`src/rtl/aud_ser_rx_pkg.sv`:
```
package aud_ser_rx_pkg;
  localparam int SLOT_W = 32;
  localparam int OUT_W  = 24;

  typedef enum logic [1:0] {LEN16 = 2'd0, LEN20 = 2'd1, LEN24 = 2'd2, LEN32 = 2'd3} wordLen_e;
  typedef enum logic [1:0] {FAM_RJ = 2'd0, FAM_LJ = 2'd1, FAM_I2S = 2'd2, FAM_DSP = 2'd3} family_e;

  // control-to-datapath strobes
  typedef struct packed {
    logic     shift;
    logic     sdBit;
    logic     capL;
    logic     capR;
    logic     fromOld;
    logic     clear;
    wordLen_e wlen;
  } rxStrobe_t;

  function automatic int lenBits(wordLen_e len);
    case (len)
      LEN16:   return 16;
      LEN20:   return 20;
      LEN24:   return 24;
      default: return 32;
    endcase
  endfunction

  function automatic logic [OUT_W-1:0] normalise(input logic [SLOT_W-1:0] raw, input wordLen_e len);
    case (len)
      LEN16:   return {raw[15:0], 8'h00};
      LEN20:   return {raw[19:0], 4'h0};
      LEN24:   return raw[23:0];
      default: return raw[31:8];
    endcase
  endfunction
endpackage

```
`src/rtl/aud_ser_rx_ctrl.sv`:
```
module aud_ser_rx_ctrl
  import aud_ser_rx_pkg::*;
#(
  parameter int SKIP_COUNT = 16
) (
  input  logic      clk,
  input  logic      rst_n,
  input  logic      bitClk,
  input  logic      lrClk,
  input  logic      serData,
  input  logic      cfgWr,
  input  logic      cfgAddr,
  input  logic [4:0] cfgData,
  output logic      deemphOn,
  output rxStrobe_t strobe
);
  localparam int CNT_W  = $clog2(2 * SLOT_W + 1);
  localparam int SKIP_W = $clog2(SKIP_COUNT + 1);
  localparam logic [CNT_W-1:0]  CNT_MAX   = '1;
  localparam logic [SKIP_W-1:0] SKIP_LOAD = SKIP_W'(SKIP_COUNT);

  logic       pdOn, deemphReg, i2sSel;
  logic [2:0] fmtSel;

  // configuration registers; powerdown returns settings to defaults
  always_ff @(posedge clk or negedge rst_n) begin
    if (!rst_n) begin
      pdOn <= 1'b0; deemphReg <= 1'b0; i2sSel <= 1'b0; fmtSel <= '0;
    end else if (cfgWr) begin
      if (!cfgAddr) begin
        if (cfgData[0]) begin
          pdOn <= 1'b1; deemphReg <= 1'b0; fmtSel <= '0; i2sSel <= 1'b0;
        end else begin
          pdOn <= 1'b0; deemphReg <= cfgData[1]; fmtSel <= cfgData[4:2];
        end
      end else if (!pdOn) begin
        i2sSel <= cfgData[0];
      end
    end
  end
  assign deemphOn = deemphReg;

  // two-flop synchronisers and bit-clock edge detect
  logic [1:0] bclkSync, lrSync, sdSync;
  logic       bclkPrev;
  always_ff @(posedge clk or negedge rst_n) begin
    if (!rst_n) begin
      bclkSync <= '0; lrSync <= '0; sdSync <= '0; bclkPrev <= 1'b0;
    end else begin
      bclkSync <= {bclkSync[0], bitClk};
      lrSync   <= {lrSync[0], lrClk};
      sdSync   <= {sdSync[0], serData};
      bclkPrev <= bclkSync[1];
    end
  end

  logic rise, lrNow;
  assign rise  = bclkSync[1] & ~bclkPrev;
  assign lrNow = lrSync[1];

  // format decode
  family_e    fam;
  wordLen_e   wlen;
  logic [CNT_W-1:0] nBits;
  always_comb begin
    case ({i2sSel, fmtSel[2]})
      2'b00:   fam = FAM_RJ;
      2'b01:   fam = FAM_LJ;
      2'b10:   fam = FAM_I2S;
      default: fam = FAM_DSP;
    endcase
    wlen = wordLen_e'(fmtSel[1:0]);
    if (fam != FAM_DSP && wlen == LEN32) wlen = LEN24;
    nBits = CNT_W'(lenBits(wlen));
  end

  // framing state
  logic             primed, halfActive, lrLast;
  logic [CNT_W-1:0] cnt;
  logic [SKIP_W-1:0] skipCnt;

  logic             boundary, active, wordL, wordR, fromOld, done, keep;
  logic [CNT_W-1:0] idx;
  always_comb begin
    boundary = primed && ((fam == FAM_DSP) ? (lrNow && !lrLast) : (lrNow != lrLast));
    idx      = boundary ? '0 : cnt;
    active   = boundary || halfActive;
    wordL    = 1'b0;
    wordR    = 1'b0;
    fromOld  = 1'b0;
    case (fam)
      FAM_RJ: if (boundary && halfActive) begin
        fromOld = 1'b1;
        if (lrLast) wordL = 1'b1; else wordR = 1'b1;
      end
      FAM_LJ: if (active && idx == nBits - 1'b1) begin
        if (lrNow) wordL = 1'b1; else wordR = 1'b1;
      end
      FAM_I2S: if (active && idx == nBits) begin
        if (!lrNow) wordL = 1'b1; else wordR = 1'b1;
      end
      default: begin
        if (active && idx == nBits - 1'b1) wordL = 1'b1;
        else if (active && idx == (nBits << 1) - 1'b1) wordR = 1'b1;
      end
    endcase
    done = rise && !pdOn && (wordL || wordR);
    keep = done && (skipCnt == '0);
  end

  always_ff @(posedge clk or negedge rst_n) begin
    if (!rst_n) begin
      primed <= 1'b0; halfActive <= 1'b0; lrLast <= 1'b0; cnt <= '0; skipCnt <= SKIP_LOAD;
    end else if (pdOn) begin
      primed <= 1'b0; halfActive <= 1'b0; lrLast <= 1'b0; cnt <= '0; skipCnt <= SKIP_LOAD;
    end else if (rise) begin
      primed <= 1'b1;
      lrLast <= lrNow;
      if (boundary) halfActive <= 1'b1;
      cnt <= (idx == CNT_MAX) ? idx : idx + 1'b1;
      if (done && skipCnt != '0) skipCnt <= skipCnt - 1'b1;
    end
  end

  always_comb begin
    strobe.shift   = rise && !pdOn;
    strobe.sdBit   = sdSync[1];
    strobe.capL    = keep && wordL;
    strobe.capR    = keep && wordR;
    strobe.fromOld = fromOld;
    strobe.clear   = pdOn;
    strobe.wlen    = wlen;
  end
endmodule

```
`src/rtl/aud_ser_rx_dpath.sv`:
```
module aud_ser_rx_dpath
  import aud_ser_rx_pkg::*;
(
  input  logic             clk,
  input  logic             rst_n,
  input  rxStrobe_t        strobe,
  output logic [OUT_W-1:0] leftData,
  output logic             leftValid,
  output logic [OUT_W-1:0] rightData,
  output logic             rightValid
);
  logic [SLOT_W-1:0] shReg, shNext, picked;
  logic [OUT_W-1:0]  normWord;

  always_comb begin
    shNext   = {shReg[SLOT_W-2:0], strobe.sdBit};
    picked   = strobe.fromOld ? shReg : shNext;
    normWord = normalise(picked, strobe.wlen);
  end

  always_ff @(posedge clk or negedge rst_n) begin
    if (!rst_n) begin
      shReg <= '0; leftData <= '0; rightData <= '0; leftValid <= 1'b0; rightValid <= 1'b0;
    end else if (strobe.clear) begin
      shReg <= '0; leftData <= '0; rightData <= '0; leftValid <= 1'b0; rightValid <= 1'b0;
    end else begin
      leftValid  <= strobe.capL;
      rightValid <= strobe.capR;
      if (strobe.shift) shReg <= shNext;
      if (strobe.capL) leftData <= normWord;
      if (strobe.capR) rightData <= normWord;
    end
  end
endmodule

```
`src/rtl/aud_ser_rx.sv`:
```
module aud_ser_rx
  import aud_ser_rx_pkg::*;
#(
  parameter int SKIP_COUNT = 16
) (
  input  logic        clk,
  input  logic        rst_n,
  input  logic        bitClk,
  input  logic        lrClk,
  input  logic        serData,
  input  logic        cfgWr,
  input  logic        cfgAddr,
  input  logic [4:0]  cfgData,
  output logic [23:0] leftData,
  output logic        leftValid,
  output logic [23:0] rightData,
  output logic        rightValid,
  output logic        deemphOn
);
  rxStrobe_t strobe;

  aud_ser_rx_ctrl #(.SKIP_COUNT(SKIP_COUNT)) u_ctrl (
    .clk(clk), .rst_n(rst_n), .bitClk(bitClk), .lrClk(lrClk), .serData(serData),
    .cfgWr(cfgWr), .cfgAddr(cfgAddr), .cfgData(cfgData),
    .deemphOn(deemphOn), .strobe(strobe)
  );

  aud_ser_rx_dpath u_dpath (
    .clk(clk), .rst_n(rst_n), .strobe(strobe),
    .leftData(leftData), .leftValid(leftValid),
    .rightData(rightData), .rightValid(rightValid)
  );
endmodule

```
`config.mk`:
```
export PLATFORM = sky130hd
export DESIGN_NAME = aud_ser_rx
export DESIGN_NICKNAME = d
export VERILOG_FILES = /design/src/rtl/aud_ser_rx_pkg.sv /design/src/rtl/aud_ser_rx_ctrl.sv /design/src/rtl/aud_ser_rx_dpath.sv /design/src/rtl/aud_ser_rx.sv
export SDC_FILE = /design/constraint.sdc
export NUM_CORES = 1
export LEC_CHECK = 0
export ABC_CLOCK_PERIOD_IN_PS = 3600
export BUFFER_PORTS_ARGS = -buffer_cell sky130_fd_sc_hd__buf_2
export CORE_ASPECT_RATIO = 0.5
export CORE_MARGIN = 2
export CORE_UTILIZATION = 40
export DETAILED_ROUTE_END_ITERATION = 8
export PLACE_DENSITY = 0.62
export SLEW_MARGIN = 0
export SYNTH_ARGS = -nofsm -noshare
export SYNTH_HDL_FRONTEND = slang
export SYNTH_SLANG_ARGS = --single-unit
```
`constraint.sdc`:
```
create_clock -name clk -period 3.6 [get_ports clk]
set_input_delay 0.72 -clock clk [delete_from_list [all_inputs] [get_ports clk]]
set_output_delay 0.72 -clock clk [all_outputs]
set_load 0.1 [all_outputs]
```
==> summary.md <==
| Metric | Value |
|---|---|
| RSZ-0062 raised after global routing | `no` |
| Initial antenna violation count | `0` |
| First-pass GRT wire length | `24,100 µm` |
| CP endpoint kind | `flip-flop` |
| Largest net degree at the start of global routing | `between 100 and 150` |
| Post-synth top area share | `around 45%` |
| H-tree depth | `3` |
| Max_cap viols | `0` |
| Final setup viols | `0` |
| Status | `finished clean` |
| Drt wl/cell | `between 15 and 20 µm` |
| Detailed placer's ending HPWL | `slightly below 10,000 µm` |
| Final #Nets | `between 700 and 800` |
| Initial core utilization | `between 40% and 50%` |
| Detailed Route WL | `about 15,000 µm` |
| Setup Buffers After CTS | `0` |
| Vias in the first global route | `about 4.5k` |
| GRT overflow | `0` |
| Reg power frac | `48.0%` |
| Post-synthesis compound-gate area fraction | `15.2%` |
| Clock Skews | `11.8 ps` |
| Crit Path Category | `reg -> reg` |
| Clk slew on worst S/H paths | `80 ps` |
| Period minus WS final | `3340 ps` |
| Number of remaining DRC errors | `0` |
| Share of cells above drive strength 1 | `~18%` |
| First-pass iteration count of the detailed router | `4` |
| Comb power frac | `a little over an eighth` |
| Die width | `between 150 and 200 µm` |
| P_sw | `767 µW` |
| Post-Syn Nets | `just under 700` |
| Root Driver | `clkbuf_16` |
| DR iter-0 viols | `roughly 450` |
| Mux share of post-synthesis cell area | `12.6%` |
| Drt via density | `around 5.4` |
| Syn_area_per_cell | `a little over 9 µm²` |
| Worst-Skew Late Latency | `around 360 ps` |
| Fmax achieved | `~0.30 GHz` |
| Netlist cell types | `56` |
| # hold bufs at CTS | `0` |
| Post-placement cell count | `~880` |
| Io pins | `63` |
| Sequential fraction of the synthesis area | `45.3%` |
| Xor and xnor fraction of the mapped netlist area | `less than 1%` |
| Worst hold margin | `approximately 350 ps` |
| N_diodes | `0` |
| P per Cell Area | `around 400 nW/µm²` |
| Leakage | `0.00334 µW` |
| Routability Congestion | `0.842` |
| Netlist Area Pre-Place | `6080 µm²` |
| Count leader, synth | `nand2_1` |
| CTS tree | `yes` |
| Yosys top cell by area | `dfrtp_1` |
| Slew headroom | `about a third` |
| Synth warn | `0` |
| WP data required | `between 3000 and 4000 ps` |
| Post-Synth Adder-Cell Area | `1.65%` |
| CTS buffer count | `9` |
| Clock Path Buffers | `2` |
| Post-synth EDFFs | `0` |
| Synth Instances | `roughly 650` |
| Largest family of logic cells by synthesized area | `simple AND/OR/NAND/NOR gates` |
| DR vias | `around 4.8k` |
| Sw frac | `roughly 28%` |
| Clk pwr share | `between 30% and 40%` |
| Final worst-path cycle share | `92.8%` |
| Non-Filler Instances | `between 800 and 900` |
| Ys flop type | `dfrtp_1` |
| Gr usage total | `approximately 19%` |
| Startpoint types | `flip-flop` |
| PortBufs | `62` |
| Clk sinks | `110` |
| Internal Power | `1940 µW` |
| Rows | `31` |
| Core Area | `around 15,000 µm²` |
| Post-synthesis async set-or-reset flop share | `100%` |
| Layout overhead on the synthesized area | `12.5%` |
| Fin. Hold Viols | `0` |
| Worst VDD drop | `226 µV` |
| Top post-synthesis cells by area | `dfrtp_1, mux2i_1, nand2_1` |
| Post_cts resized | `0` |
| DIE AREA | `16,300 µm²` |
| Antenna Nets Post-Route | `0` |
| Die Y | `around 91 µm` |
| Worst hold path type | `reg -> reg` |
| Critical Path Fanout Max | `17` |
| Max-slew violation count | `0` |
| Critical Path AT | `roughly 3600 ps` |
| Synth Area in Simple Gates | `19.4%` |
| Setup TNS | `0 ps` |
| Synthesized flop and latch total | `110` |
| Synth cell count leaders | `nand2_1, dfrtp_1, mux2i_1` |
| Total power draw | `about 2700 µW` |
| Actual slew at the worst max-slew pin | `just over 1000 ps` |
## per-layer routing
layer / wire [µm] / global-route usage (%)
met1: 7700 / 28.9
met2: 6000 / 25.9
met5: 0 / 0
met4: 151 / 4.67
met3: 800 / 3.52
## cells in the final DEF (no fill, tap or decap), types with 10 or more instances in the layout
cell and instances:
nand2_1 115, dfrtp_1 108, buf_2 61, mux2i_1 53
a21oi_1 49, nand2b_1 45, nor2_1 28, o21ai_0 21
mux2_2 21, nor2b_1 17, a31oi_1 16, inv_1 15
buf_4 14, a211oi_1 10
## stage by stage
step           instance area (µm²)  setup WS [ps]  utilization [%]
2_1_floorplan                 6080            543                -
3_3_place_gp                  6530            423             44.5
3_5_place_dp                  6530            298             44.5
4_1_cts                       6840            254             46.7
5_1_grt                       6840           49.5             46.7
6_report                      6840            258             46.7
## state kept, by name (all words and copies together) (netlist names), 2 cells and up
name,cells
u_ctrl.lrSync,2
u_ctrl.fmtSel,3
u_ctrl.bclkSync,2
u_ctrl.sdSync,2
u_dpath.leftData,24
u_dpath.shReg,32
u_dpath.rightData,24
u_ctrl.cnt,7
u_ctrl.skipCnt,5
## cells by family after synthesis
logic type	after synthesis
flip-flops	110
AO/OA/AOI/OAI	145
multiplexers	74
AND/OR/NAND/NOR	245
adder cells (fa/ha/maj)	8
buffers and inverters	68
XOR/XNOR	4
## final timing paths
path	start	end	slack (ps)	cells after the start
worst max-delay path	u_ctrl.lrSync[1]	u_dpath.rightData[5]	260	12
worst min-delay path	u_ctrl.bclkSync[0]	u_ctrl.bclkSync[1]	350	0
worst max register to register	u_ctrl.lrSync[1]	u_dpath.rightData[5]	260	12
worst min register to register	u_ctrl.bclkSync[0]	u_ctrl.bclkSync[1]	350	0
max in group asynchronous	rst_n	u_dpath.rightData[19]	2430	2
min in group asynchronous	rst_n	u_ctrl.bclkSync[0]	400	1
## power groups by stage
stage          Clock [µW]  Combinational, µW  Sequential (µW)
3_5_place_dp            0                365             1320
4_1_cts              1070                365             1300
2_1_floorplan           0                264             1320
5_1_grt              1120                405             1310
6_report             1040                365             1300
3_3_place_gp            0                362             1320
## critical path, cell delays in order, from the launching register on
cell	delay [ps]
dfrtp_1	450
ha_1	320
a21bo_2	230
nand3_1	120
and2_1	200
ha_1	300
nand4_1	130
a21oi_1	50
a41oi_1	330
nor4_2	100
o221ai_4	410
buf_4	380
mux2i_1	230
## area by class of cell
| cell class | count | area [µm²] |
|---|---|---|
| Tap cell | 198 | 248 |
| Fill cell | 1388 | 7820 |
| Sequential cell | 110 | 2760 |
| Clock buffer | 10 | 229 |
| Inverter | 18 | 67.6 |
| Clock inverter | 6 | 81.3 |
| Timing Repair Buffer | 76 | 430 |
| Multi-Input combinational cell | 476 | 3030 |
Note: power is estimated with default switching activity, not from simulation.
